`src/rtl/eeprom_page_writer.sv`:
```
module eeprom_page_writer #(
  parameter int ADDR_W = 7,
  parameter int PAGE_W = 4,
  parameter int DATA_W = 8,
  parameter int WCYCLE = 32
) (
  input  logic              clk,
  input  logic              rst_n,
  input  logic              addr_load,
  input  logic [ADDR_W-1:0] addr_in,
  input  logic              byte_stb,
  input  logic [DATA_W-1:0] byte_in,
  input  logic              stop,
  input  logic              wp,
  output logic              busy,
  output logic              mem_we,
  output logic [ADDR_W-1:0] mem_addr,
  output logic [DATA_W-1:0] mem_wdata
);
  localparam int PAGE  = 1 << PAGE_W;
  localparam int CNT_W = $clog2(WCYCLE + 1);

  logic [ADDR_W-1:0] ptr;
  logic [PAGE-1:0]   valid;
  logic [CNT_W-1:0]  cnt;
  logic              prot;
  logic [DATA_W-1:0] pbuf [PAGE];

  wire [PAGE_W-1:0] slot   = cnt[PAGE_W-1:0];
  wire              in_win = cnt < CNT_W'(PAGE);

  always_ff @(posedge clk) begin
    if (!busy && !addr_load && byte_stb)
      pbuf[ptr[PAGE_W-1:0]] <= byte_in;
  end

  always_ff @(posedge clk or negedge rst_n) begin
    if (!rst_n) begin
      ptr   <= '0;
      valid <= '0;
      cnt   <= '0;
      busy  <= 1'b0;
      prot  <= 1'b0;
    end else if (busy) begin
      if (cnt == CNT_W'(WCYCLE - 1)) begin
        busy  <= 1'b0;
        cnt   <= '0;
        valid <= '0;
      end else begin
        cnt <= cnt + 1'b1;
      end
    end else if (addr_load) begin
      ptr   <= addr_in;
      valid <= '0;
    end else if (byte_stb) begin
      valid[ptr[PAGE_W-1:0]] <= 1'b1;
      ptr[PAGE_W-1:0]        <= ptr[PAGE_W-1:0] + 1'b1;
    end else if (stop && |valid) begin
      busy <= 1'b1;
      cnt  <= '0;
      prot <= wp && ptr[ADDR_W-1];
    end
  end

  assign mem_we    = busy && in_win && valid[slot] && !prot;
  assign mem_addr  = {ptr[ADDR_W-1:PAGE_W], slot};
  assign mem_wdata = pbuf[slot];


  we_in_busy_chk: assert property (@(posedge clk) disable iff (!rst_n)
    mem_we |-> busy);

  busy_start_chk: assert property (@(posedge clk) disable iff (!rst_n)
    $rose(busy) |-> $past(stop));

  empty_stop_chk: assert property (@(posedge clk) disable iff (!rst_n)
    (stop && !busy && valid == '0 && !byte_stb && !addr_load) |=> !busy);

  page_hold_chk: assert property (@(posedge clk) disable iff (!rst_n)
    (mem_we && $past(mem_we)) |-> mem_addr[ADDR_W-1:PAGE_W] == $past(mem_addr[ADDR_W-1:PAGE_W]));

  busy_freeze_chk: assert property (@(posedge clk) disable iff (!rst_n)
    busy |=> $stable(ptr));

  prot_block_chk: assert property (@(posedge clk) disable iff (!rst_n)
    (busy && prot) |-> !mem_we);
endmodule

```
`config.mk`:
```
export PLATFORM = sky130hd
export DESIGN_NAME = eeprom_page_writer
export DESIGN_NICKNAME = d
export VERILOG_FILES = /design/src/rtl/eeprom_page_writer.sv
export SDC_FILE = /design/constraint.sdc
export NUM_CORES = 1
export LEC_CHECK = 0
export ABC_AREA = 1
export BUFFER_PORTS_ARGS = -buffer_cell sky130_fd_sc_hd__buf_2
export CORE_ASPECT_RATIO = 1.25
export CORE_MARGIN = 10
export CORE_UTILIZATION = 55
export DETAILED_ROUTE_END_ITERATION = 12
export GPL_TIMING_DRIVEN = 1
export PLACE_DENSITY = 0.76
export SYNTH_ARGS = -nofsm -noshare
export SYNTH_HDL_FRONTEND = slang
export SYNTH_SLANG_ARGS = --single-unit
```
`constraint.sdc`:
```
create_clock -name clk -period 1.76 [get_ports clk]
set_input_delay 0.176 -clock clk [delete_from_list [all_inputs] [get_ports clk]]
set_output_delay 0.176 -clock clk [all_outputs]
set_load 0.01 [all_outputs]
```
# After elaboration in Yosys (flattened, before gate mapping)
# Memories as Yosys holds them, arrays and structs flattened.
# Cells that the tools add are included.
# totals
output_inout_bits	17
register_bits	31
memories	1
input_bits	21
ram_bits	128
# memory_table
memory	depth	width	rd	rd_ports_with_merged_regs	write_ports	line_no	rtl
pbuf	16	8	1	0	1	27	logic [DATA_W-1:0] pbuf [PAGE];
# classes
magnitude_cmp	4
n_bitwise	4
n_reduce_logical	20
mux	22
n_eq_ne	4
n_addsub	2
# op_table
operator	count
$mux W16	4
$mux W6	5
$or A16 B16 Y16	1
$reduce_or A16 Y1	1
$lt A4 B5 Y1 const B	2
$mux W1	9
$logic_and A1 B1 Y1	8
$mux W4	2
$add A6 B1 Y6 const B	1
$eq A6 B5 Y1 const B	1
$lt A6 B5 Y1 const B	1
$ne A2 B1 Y1 const B	3
$reduce_and A2 Y1	3
$add A4 B1 Y4 const B	1
$bmux W1 S4	1
$demux W1 S4	1
$ge A4 B1 Y1 const B	1
$reduce_and A4 Y1	1
$reduce_bool A2 Y1	2
$logic_not A1 Y1	3
$not A1 Y1	3
$reduce_and A3 Y1	1
$reduce_bool A3 Y1	1

# Depth between registers and ports, before layout
# Gate-level depths: netlist (run 1).
# logic_depth
depth_word	8
ltp_mapped	9
depth_no_buf	7

# Worst setup path before layout (run 1)
# No wires, ideal clock.
# synth_timing
path_kind	register -> register
from	register busy
to	memory pbuf[12][0], enable pin
required_ps	1377
n_path_buf	1
path_stages_with_launch	5
setup_ps	383
arrival_ps	1576
path_slack_ps	-200
path_cell_list	dfrtp_1 > inv_1 > nand3_1 > buf_2 > nor3_1
# synth_via
elab_chain_cells	5
# synth_lines
element	line_no	rtl
start, declared	15	output logic busy,
start signal, assigned	42	busy <= 1'b0;
start signal, assigned	46	busy <= 1'b0;
start signal, assigned	59	busy <= 1'b1;
$logic_not A1 Y1	33	if (!busy && !addr_load && byte_stb)
$logic_and A1 B1 Y1 (2 in series)	33	
$mux W1	33	
$mux W1 (implied by the code)	34	pbuf[ptr[PAGE_W-1:0]] <= byte_in;
end, declared	27	
# Every way passes these cells.

# Worst setup path after layout (run 1)
# layout_timing
from	register cnt[0]
to	output mem_wdata[0]
# layout_via
elab_chain_cells	1
# layout_lines
element	line_no	rtl
start, declared	25	logic [CNT_W-1:0] cnt;
start signal, assigned	50	cnt <= cnt + 1'b1;
$mem_v2 Z16 W8	--	
end, declared	18	output logic [DATA_W-1:0] mem_wdata
# Every way passes these cells.

==> results of run 1 <==
## worst paths after layout
path / cells past startpoint / end / slack, ps
max: 7 / mem_wdata[0] / -460
min: 3 / ptr[1] / 30
max reg2reg: 9 / valid[3] / -130
min reg2reg: 2 / prot / 510
max in group asynchronous: 2 / cnt[0] / 930
min in group asynchronous: 2 / busy / 330
## placed cells by master (no fill, tap or decap), types with 4 or more instances in the layout
| master | n |
|---|---|
| buf_2 | 36 |
| o21ai_2 | 10 |
| o22ai_2 | 6 |
| dlygate4sd3_1 | 4 |
| nand2_8 | 4 |
| clkinv_1 | 5 |
| nand4_1 | 6 |
| buf_6 | 7 |
| edfxtp_1 | 128 |
| clkinv_4 | 5 |
| clkbuf_16 | 18 |
| o21ai_0 | 21 |
| buf_4 | 30 |
| o21ai_1 | 22 |
| nor3_1 | 15 |
| a21oi_1 | 39 |
| o22ai_1 | 8 |
| clkinvlp_4 | 4 |
| a21oi_2 | 7 |
| buf_12 | 5 |
| inv_1 | 33 |
| ha_1 | 4 |
| nor2_1 | 54 |
| nand2_1 | 131 |
| nor2_4 | 4 |
| nand3_1 | 43 |
| dfrtp_1 | 30 |
## registers in the layout, indices dropped and copies added, names as in the netlist
| name | flops |
|---|---|
| ptr | 7 |
| busy | 1 |
| cnt | 6 |
| prot | 1 |
| pbuf | 128 |
| valid | 16 |
## cells in the mapped netlist, types with 2 or more instances
library cell | number | area share, %
o22ai_1 | 14 | 1.3
o21ai_1 | 5 | 0.36
dfrtp_1 | 31 | 11
clkbuf_1 | 4 | 0.22
buf_4 | 14 | 1.5
o21ai_0 | 48 | 3.5
nand4_1 | 6 | 0.54
ha_1 | 5 | 0.91
mux2_2 | 3 | 0.49
nand2_2 | 2 | 0.18
inv_1 | 33 | 1.8
nor2_1 | 59 | 3.2
o211ai_1 | 3 | 0.33
or2_2 | 2 | 0.18
edfxtp_1 | 128 | 56
buf_6 | 6 | 0.98
nand3_1 | 44 | 3.2
nand2_1 | 132 | 7.2
a21oi_1 | 43 | 3.1
nand2_4 | 2 | 0.33
a31oi_1 | 4 | 0.36
buf_2 | 13 | 0.94
a21oi_2 | 3 | 0.38
inv_2 | 2 | 0.11
nor3_1 | 16 | 1.2
## cells by family after synthesis
family | Yosys count
AND/OR/NAND/NOR | 267
AO/OA/AOI/OAI | 121
XOR/XNOR | 1
adder cells (fa/ha/maj) | 5
multiplexers | 3
flip-flops | 159
buffers and inverters | 74
## layer usage
metal / up-vias / track usage, % / wire length, um
li1: 2333 / - / -
met5: - / 0 / 0
met1: 2528 / 24.09 / 6676
met3: 35 / 4.806 / 1464
met4: 0 / 7.678 / 409
met2: 264 / 35.57 / 9627
## where the power goes
| part | leakage [nW] | internal (mW) | switching (mW) |
|---|---|---|---|
| Combinational | 1.40 | 2.30 | 3.75 |
| Clock | 0.253 | 1.93 | 1.44 |
| Sequential | 1.56 | 4.44 | 0.230 |
| Total | 3.21 | 8.67 | 5.42 |
## per-stage QoR
step	utilization (%)	power, mW	cells	TNS, ps
2_1_floorplan	-	8.022	630	-20700
3_3_place_gp	60.25	9.363	829	0
4_1_cts	66.58	13.50	871	-3012
5_1_grt	68.47	14.84	876	-6973
3_5_place_dp	60.25	9.550	829	0
6_report	68.47	14.09	876	-4782
## tightest hold or removal path, cell delays in order
cell and delay [ps]:
buf_2 100, nand2_1 60, a31oi_1 80
## area by class of cell
class	instances	area share (%)
clock buffer	17	5.085
multi-input combinational	398	25.02
sequential	159	55.23
clock inverter	15	1.466
timing repair buffer	88	9.109
inverter	35	1.630
tap	164	2.453
## repair_timing
item | 4_1_cts | 5_1_grt
setup buffers | 2 | 4
resized for setup | 35 | 50
hold endpoints to repair | 34 | 0
hold buffers | 4 | 0
pin swaps | 5 | 13
setup endpoints to repair | 9 | 28
cloned | 4 | 2
==> results.sh, run 1 <==
export IMPL_clock_sinks=159
export IMPL_synth_fa_ha_area_share_pct=0.9063
export IMPL_finalCritPeriodShare_pct=125.9
export IMPL_place_congestion=0.8463
export IMPL_grt_total_usage_pct=20.55
export IMPL_placementRows=45
export IMPL_clock_path_buffers=2
export IMPL_timing_slew_headroom_pct=52.63
export IMPL_crit_buf_inv=3
export IMPL_boundaryPins=38
export IMPL_synth_xor_area_share_pct=0.1269
export IMPL_dieArea_um2=17460
export IMPL_regArea_um2=4621
export IMPL_dp_final_hpwl_um=10980
export IMPL_seq_area_frac_synth_pct=66.92
export IMPL_crit_required_ps=1580
export IMPL_synth_nets=656
export IMPL_die_h_um=145.3
export IMPL_ctsRootBufferMaster="clkbuf_16"
export IMPL_crit_type="register to output port"
export IMPL_path_clk_slew_ps=60
export IMPL_clk_latency_ps=420
export IMPL_cap_viol_max_count=0
export IMPL_netlist_cell_type_count=33
export IMPL_fin_skew_ps=9.286
export IMPL_startpoint_type="register"
export IMPL_nFillCells=853
export IMPL_die_x_um=120.2
export IMPL_synthMuxAreaShare_pct=0.4894
export IMPL_period_needed_ps=2216
export IMPL_slowest_delay_ps=490
export IMPL_worst_pin_slew_ps=710.5
export IMPL_routed_via_count=5160
export IMPL_synth_area_per_cell_um2=10.96
export IMPL_ant_nets=0
export IMPL_design_area_um2=8366
export IMPL_crit_slowest_cell="dfrtp_2"
export IMPL_via_per_inst=5.890
export IMPL_path_max_fanout=9
export IMPL_grt_max_degree=32
export IMPL_crit_path_cell_trace="buf_12 -> buf_12 -> o21ai_0 -> o22ai_1 -> o21ai_0 -> nand2_1 -> buf_2"
export IMPL_first_pass_iters=5
export IMPL_synth_compound_area_share_pct=9.425
export IMPL_overflow=0
export IMPL_core_um2=12220
export IMPL_peakVddDrop_v=0.001091
export IMPL_crit_path_end_kind="output port"
export IMPL_place_area_um2=7361
export IMPL_grt_pass1_vias=5117
export IMPL_slew_violations=0
export IMPL_tritoncts="yes"
export IMPL_fin_ws_ps=-456.0
export IMPL_grt_first_pass_wirelength_um=27870
export IMPL_pre_cts_ws_ps=31.45
export IMPL_status="finished with violations"
export IMPL_synth_top_flop_cell="edfxtp_1"
export IMPL_reg2reg_from="cnt[0]"
export IMPL_numPortBuffers=37
export IMPL_cts_made_buffers=17
export IMPL_p_leak_nw=3.212
export IMPL_drive_gt1_share_pct=22.47
export IMPL_layout_nets=725
export IMPL_synth_async_sr_flop_share_pct=19.50
export IMPL_drc=0
export IMPL_hp_class="input pin to register"
export IMPL_hold_violations=0
export IMPL_cp_arrival_ps=2040
export IMPL_yosysWarnings=0
export IMPL_synth_simple_area_share_pct=16.44
export IMPL_violations="setup timing"
export IMPL_diodes=0
export IMPL_drtIter0Drc=759
export IMPL_power_density_nw_per_um2=1684
export IMPL_crit_family="compound AO/OA/AOI/OAI gates"
export IMPL_synth_top_family_by_area="simple AND/OR/NAND/NOR gates"
export IMPL_cts_max_level=4
export IMPL_multi_input_area_um2=2093
export IMPL_wl_per_cell_um=20.75
export IMPL_holdWs_ps=32.23
export IMPL_synth_edf_count=128
export IMPL_synth_cells=630
export IMPL_worstHoldStart="addr_in[1]"
export IMPL_start_util_pct=56.50
export IMPL_cp_startpoint="cnt[0]"
export IMPL_max_freq_ghz=0.4513
export IMPL_rsz0062_at_grt="true"
export IMPL_synth_seq_cells=159
export IMPL_setup_viol=25
export IMPL_syn_cell_area_um2=6903
export IMPL_wirelength_um=18180
export IMPL_syn_to_final_growth_pct=21.19
export IMPL_antenna_found_initial=0
(Power assumes the default switching activity.)
==> run 2: changes to the inputs <==
Settings changed: GPL_TIMING_DRIVEN 1 to unset, RECOVER_POWER set to 50.
==> run 2 against run 1 <==
  * The flow still finishes with violations (setup timing)
  * Clock-buffer cell count unchanged
  * Worst setup slack improved by 6.1 ps
  * Combinational power about the same
  * Largest power group unchanged
==> results.sh, run 2 (synthesized netlist as in run 1, its figures left out) <==
export IMPL_setup_viol=25
export IMPL_comb_power_share_pct=42.9
export IMPL_cp_arrival_ps=2030
export IMPL_overflow=0
export IMPL_seqPwrFrac_pct=33.2
export IMPL_power_total_mw=14.10
export IMPL_clock_sinks=159
export IMPL_startpoint_type="register"
export IMPL_p_leak_nw=3.190
export IMPL_path_max_fanout=14
export IMPL_die_h_um=145.3
export IMPL_pre_cts_ws_ps=31.45
export IMPL_crit_type="register to output port"
export IMPL_fin_skew_ps=9.394
export IMPL_rsz0062_at_grt="true"
export IMPL_crit_family="buffers and inverters"
export IMPL_grt_first_pass_wirelength_um=27870
export IMPL_final_common_cell="nand2_1"
export IMPL_multi_input_area_um2=2093
export IMPL_slowest_delay_ps=490
export IMPL_drive_gt1_share_pct=21.35
export IMPL_drc=0
export IMPL_crit_path_cell_trace="clkinv_4 -> buf_12 -> nor2_1 -> o22ai_1 -> o21ai_0 -> nand2_1 -> buf_2"
export IMPL_start_util_pct=56.50
export IMPL_power_density_nw_per_um2=1687
export IMPL_diodes=0
export IMPL_clock_path_buffers=2
export IMPL_timing_slew_headroom_pct=39.23
export IMPL_core_um2=12220
export IMPL_slew_violations=0
export IMPL_ctsRootBufferMaster="clkbuf_16"
export IMPL_grt_total_usage_pct=20.55
export IMPL_hp_class="input pin to register"
export IMPL_crit_path_end_kind="output port"
export IMPL_status="finished with violations"
export IMPL_cts_max_level=4
export IMPL_first_pass_iters=5
export IMPL_wirelength_um=18130
export IMPL_path_clk_slew_ps=60
export IMPL_p_clk_share_pct=23.9
export IMPL_violations="setup timing"
export IMPL_layout_nets=725
export IMPL_crit_required_ps=1580
export IMPL_dp_cells=829
export IMPL_cts_made_buffers=17
export IMPL_hold_violations=0
export IMPL_crit_slowest_cell="dfrtp_2"
export IMPL_wl_per_cell_um=20.70
export IMPL_placementRows=45
export IMPL_antenna_found_initial=0
export IMPL_fin_ws_ps=-449.9
export IMPL_max_freq_ghz=0.4525
export IMPL_final_cell_mix="nand2_1 (131), edfxtp_1 (128), nor2_1 (54), nand3_1 (43), a21oi_1 (39)"
export IMPL_worst_pin_slew_ps=911.6
export IMPL_numPortBuffers=37
export IMPL_cap_viol_max_count=0
export IMPL_holdWs_ps=32.49
export IMPL_p_sw_mw=5.428
export IMPL_final_instance_count_excl_fill=876
export IMPL_tritoncts="yes"
export IMPL_place_congestion=0.8463
export IMPL_grt_pass1_vias=5117
export IMPL_nFillCells=857
export IMPL_crit_buf_inv=3
export IMPL_dp_final_hpwl_um=10980
export IMPL_clk_latency_ps=420
export IMPL_regArea_um2=4621
export IMPL_finalCritPeriodShare_pct=125.6
export IMPL_drtIter0Drc=785
export IMPL_die_x_um=120.2
export IMPL_peakVddDrop_v=0.001093
export IMPL_routed_via_count=5179
export IMPL_grt_max_degree=32
export IMPL_largest_reg_flops=128
export IMPL_ant_nets=0
export IMPL_period_needed_ps=2210
export IMPL_boundaryPins=38
export IMPL_p_int_mw=8.671
export IMPL_syn_to_final_growth_pct=21.04
export IMPL_via_per_inst=5.912
export IMPL_p_sw_share_pct=38.50
export IMPL_dieArea_um2=17460
[run 2: worst paths after layout]
check | start | end | slack (ps) | cells after the start
max reg2reg | cnt[0] | valid[3] | -120 | 9
min reg2reg | prot | prot | 510 | 2
max | cnt[0] | mem_wdata[0] | -450 | 7
min | addr_in[1] | ptr[1] | 30 | 3
max in group asynchronous | rst_n | cnt[0] | 860 | 2
min in group asynchronous | rst_n | busy | 360 | 2
[run 2: layout make-up]
type / instances / area share (%)
sequential: 159 / 55.30
multi-input combinational: 398 / 25.05
timing repair buffer: 88 / 9.000
clock buffer: 17 / 5.091
tap: 164 / 2.456
inverter: 35 / 1.632
clock inverter: 15 / 1.468
[run 2: power groups by stage]
stage,registers (mW),logic [mW],clock network [mW]
after floorplan,4.67,3.35,0
after global placement,4.70,4.67,0
after detailed placement,4.72,4.83,0
after CTS,4.66,5.45,3.38
after global routing,4.70,6.55,3.58
final,4.67,6.05,3.37
[run 2: per-stage QoR]
step                      cell area, um^2  setup TNS, ps  util, %
after floorplan                      6903         -20700        -
after global placement               7361              0    60.25
after detailed placement             7361              0    60.25
after CTS                            8135          -3012    66.58
after global routing                 8356          -6973    68.39
final                                8356          -4678    68.39
[run 2: repair_timing]
| action | 4_1_cts | 5_1_grt |
|---|---|---|
| pin swaps | 5 | 13 |
| endpoints found under the hold margin | 34 | 0 |
| gates resized for setup | 35 | 50 |
| hold buffers | 4 | 0 |
| gates cloned | 4 | 2 |
| endpoints found under the setup margin | 9 | 28 |
| buffers inserted | 2 | 4 |
[run 2: worst min-delay path, cell delays in order]
cell     delay, ps
buf_2          100
nand2_1         60
a31oi_1         80
[run 2: per-layer routing]
| metal | share of wire (%) | GRT usage (%) | up-vias |
|---|---|---|---|
| li1 | - | - | 2330 |
| met1 | 37 | 24.09 | 2521 |
| met2 | 52 | 35.57 | 287 |
| met3 | 7.7 | 4.806 | 41 |
| met4 | 2.6 | 7.678 | 0 |
| met5 | 0 | 0 | - |
==> run 3: changes to the inputs <==
Settings changed: CELL_PAD_IN_SITES_DETAIL_PLACEMENT set to 0, CELL_PAD_IN_SITES_GLOBAL_PLACEMENT set to 1, CORE_UTILIZATION 55 to 44, PLACE_DENSITY 0.76 to unset, PLACE_DENSITY_LB_ADDON set to 0.1, SETUP_SLACK_MARGIN set to 0.3.
==> run 3 against run 2 <==
  * Via count is 0.33% lower
  * Largest power group unchanged
  * Global-route usage decreased by 2.8 points
  * Clock skew down 2.8 ps
  * Largest cell class unchanged
  * Critical path type unchanged
  * Sequential share of layout area decreased by 5.6 points
  * Non-clock buffer count grew 41
  * The flow still finishes with violations (setup timing)
  * Die area is 21% higher
==> results.sh, run 3 (synthesized netlist as in run 1, its figures left out) <==
export IMPL_cts_max_level=4
export IMPL_grt_total_usage_pct=17.79
export IMPL_path_max_fanout=5
export IMPL_grt_first_pass_wirelength_um=29080
export IMPL_drive_gt1_share_pct=31.70
export IMPL_hold_violations=0
export IMPL_die_h_um=160.0
export IMPL_final_common_cell="edfxtp_1"
export IMPL_r2r_end="valid[12]"
export IMPL_first_pass_iters=4
export IMPL_p_int_mw=9.412
export IMPL_final_instance_count_excl_fill=966
export IMPL_wirelength_um=18850
export IMPL_cap_viol_max_count=0
export IMPL_status="finished with violations"
export IMPL_r2r_slack_ps=40
export IMPL_drtIter0Drc=292
export IMPL_boundaryPins=38
export IMPL_peakVddDrop_v=0.0008623
export IMPL_min_delay_path_depth=3
export IMPL_place_congestion=0.8159
export IMPL_finalCritPeriodShare_pct=118.0
export IMPL_routed_via_count=5162
export IMPL_cp_arrival_ps=1900
export IMPL_rsz0062_at_grt="true"
export IMPL_dp_final_hpwl_um=12030
export IMPL_final_cell_mix="edfxtp_1 (128), nand2_1 (125), nor2_1 (57), buf_4 (35), a21oi_1 (34)"
export IMPL_p_sw_share_pct=38.67
export IMPL_diodes=0
export IMPL_grt_pass1_vias=5310
export IMPL_use_met3_pct=3.955
export IMPL_clock_sinks=159
export IMPL_largest_reg_flops=128
export IMPL_cts_made_buffers=17
export IMPL_use_met2_pct=31.56
export IMPL_grt_max_degree=50
export IMPL_worstHoldStart="addr_in[3]"
export IMPL_finalSetupTns_ps=-2551
export IMPL_power_density_nw_per_um2=1646
export IMPL_ctsRootBufferMaster="clkbuf_16"
export IMPL_hold_path_end="ptr[3]"
export IMPL_dp_cells=888
export IMPL_antenna_found_initial=0
export IMPL_die_x_um=132.0
export IMPL_max_freq_ghz=0.4817
export IMPL_crit_path_end_kind="output port"
export IMPL_timing_slew_headroom_pct=43.40
export IMPL_fin_skew_ps=6.576
export IMPL_start_util_pct=44.52
export IMPL_p_clk_share_pct=22.3
export IMPL_r2r_cells=9
export IMPL_worst_pin_slew_ps=849.1
export IMPL_crit_required_ps=1580
export IMPL_clock_path_buffers=2
export IMPL_clk_latency_ps=430
export IMPL_layout_nets=767
export IMPL_hp_class="input pin to register"
export IMPL_slew_violations=0
export IMPL_path_clk_slew_ps=60
export IMPL_wl_per_cell_um=19.51
export IMPL_seqPwrFrac_pct=30.8
export IMPL_comb_power_share_pct=46.9
export IMPL_ant_nets=0
export IMPL_placementRows=51
export IMPL_p_leak_nw=3.596
export IMPL_syn_to_final_growth_pct=35.04
export IMPL_violations="setup timing"
export IMPL_numPortBuffers=37
export IMPL_drc=0
export IMPL_tritoncts="yes"
export IMPL_grt_busiest_layer="met2"
export IMPL_core_um2=15510
export IMPL_period_needed_ps=2076
export IMPL_overflow=0
export IMPL_use_met1_pct=20.08
export IMPL_crit_type="register to output port"
export IMPL_holdWs_ps=51.51
export IMPL_startpoint_type="register"
export IMPL_final_util_pct=60.11
export IMPL_dieArea_um2=21130
export IMPL_p_sw_mw=5.933
export IMPL_fin_ws_ps=-315.9
export IMPL_setup_viol=9
export IMPL_via_per_inst=5.344
export IMPL_reg2reg_from="cnt[0]"
run 3: changes by cell type in the layout (fill, tap and decap cells not counted), sizes merged:
cell,change
inv,-1
clkinvlp,+1
buf,+39
clkbuf,+2
dlygate4sd3,+1
run 3: critical path: stages, from the launching register on:
cell     delay (ps)
dfrtp_2         440
buf_6           150
nor2_4           90
buf_12          140
buf_12          130
nand3_2          60
nand2_1          50
a21oi_1          40
o21ai_1          90
nand2_1         120
buf_2           160
run 3: how the worst max path moves through the flow:
stage           start            to  slack [ps]
6_report       cnt[1]  mem_wdata[4]        -320
3_3_place_gp   cnt[1]  mem_wdata[7]         -60
5_1_grt        cnt[0]  mem_wdata[2]        -410
3_5_place_dp   cnt[1]  mem_wdata[7]         -60
2_1_floorplan    busy    pbuf[4][0]         140
4_1_cts        cnt[1]  mem_wdata[4]        -330
run 3: routing by layer:
layer / share of wire [%] / wire length (um)
met1: 40 / 7583
met5: 0 / 0
met4: 2.5 / 471
met2: 53 / 10020
met3: 4.1 / 775
run 3: cell type report:
| class | count | area, um^2 |
|---|---|---|
| sequential | 159 | 4629 |
| inverter | 35 | 175.2 |
| clock buffer | 18 | 429.2 |
| clock inverter | 14 | 116.4 |
| multi-input combinational | 398 | 2361 |
| timing repair buffer | 129 | 1340 |
| tap | 212 | 265.3 |
| timing repair inverter | 1 | 5.005 |
| fill | 1261 | 6185 |
run 3: power groups by stage:
stage          sequential [mW]  combinational [mW]  clock, mW
2_1_floorplan             4.68                3.64          0
5_1_grt                   4.75                7.82       3.63
3_5_place_dp              4.75                5.42          0
3_3_place_gp              4.73                5.39          0
6_report                  4.72                7.20       3.43
4_1_cts                   4.68                6.49       3.49
run 3: repair_timing:
action	CTS	global route
pin swaps	13	17
gates resized for setup	77	60
setup endpoints to repair	157	162
buffers inserted	21	13
hold buffers	5	0
hold endpoints to repair	35	0
cloned	3	4
run 3: metrics by stage:
step	power (mW)	worst slack (ps)	cell area, um^2
after global routing	16.21	-405.8	9321
final	15.35	-315.9	9321
after CTS	14.65	-326.7	8947
after floorplan	8.319	144.5	7114
after global placement	10.12	-63.86	7800
after detailed placement	10.17	-55.50	7800
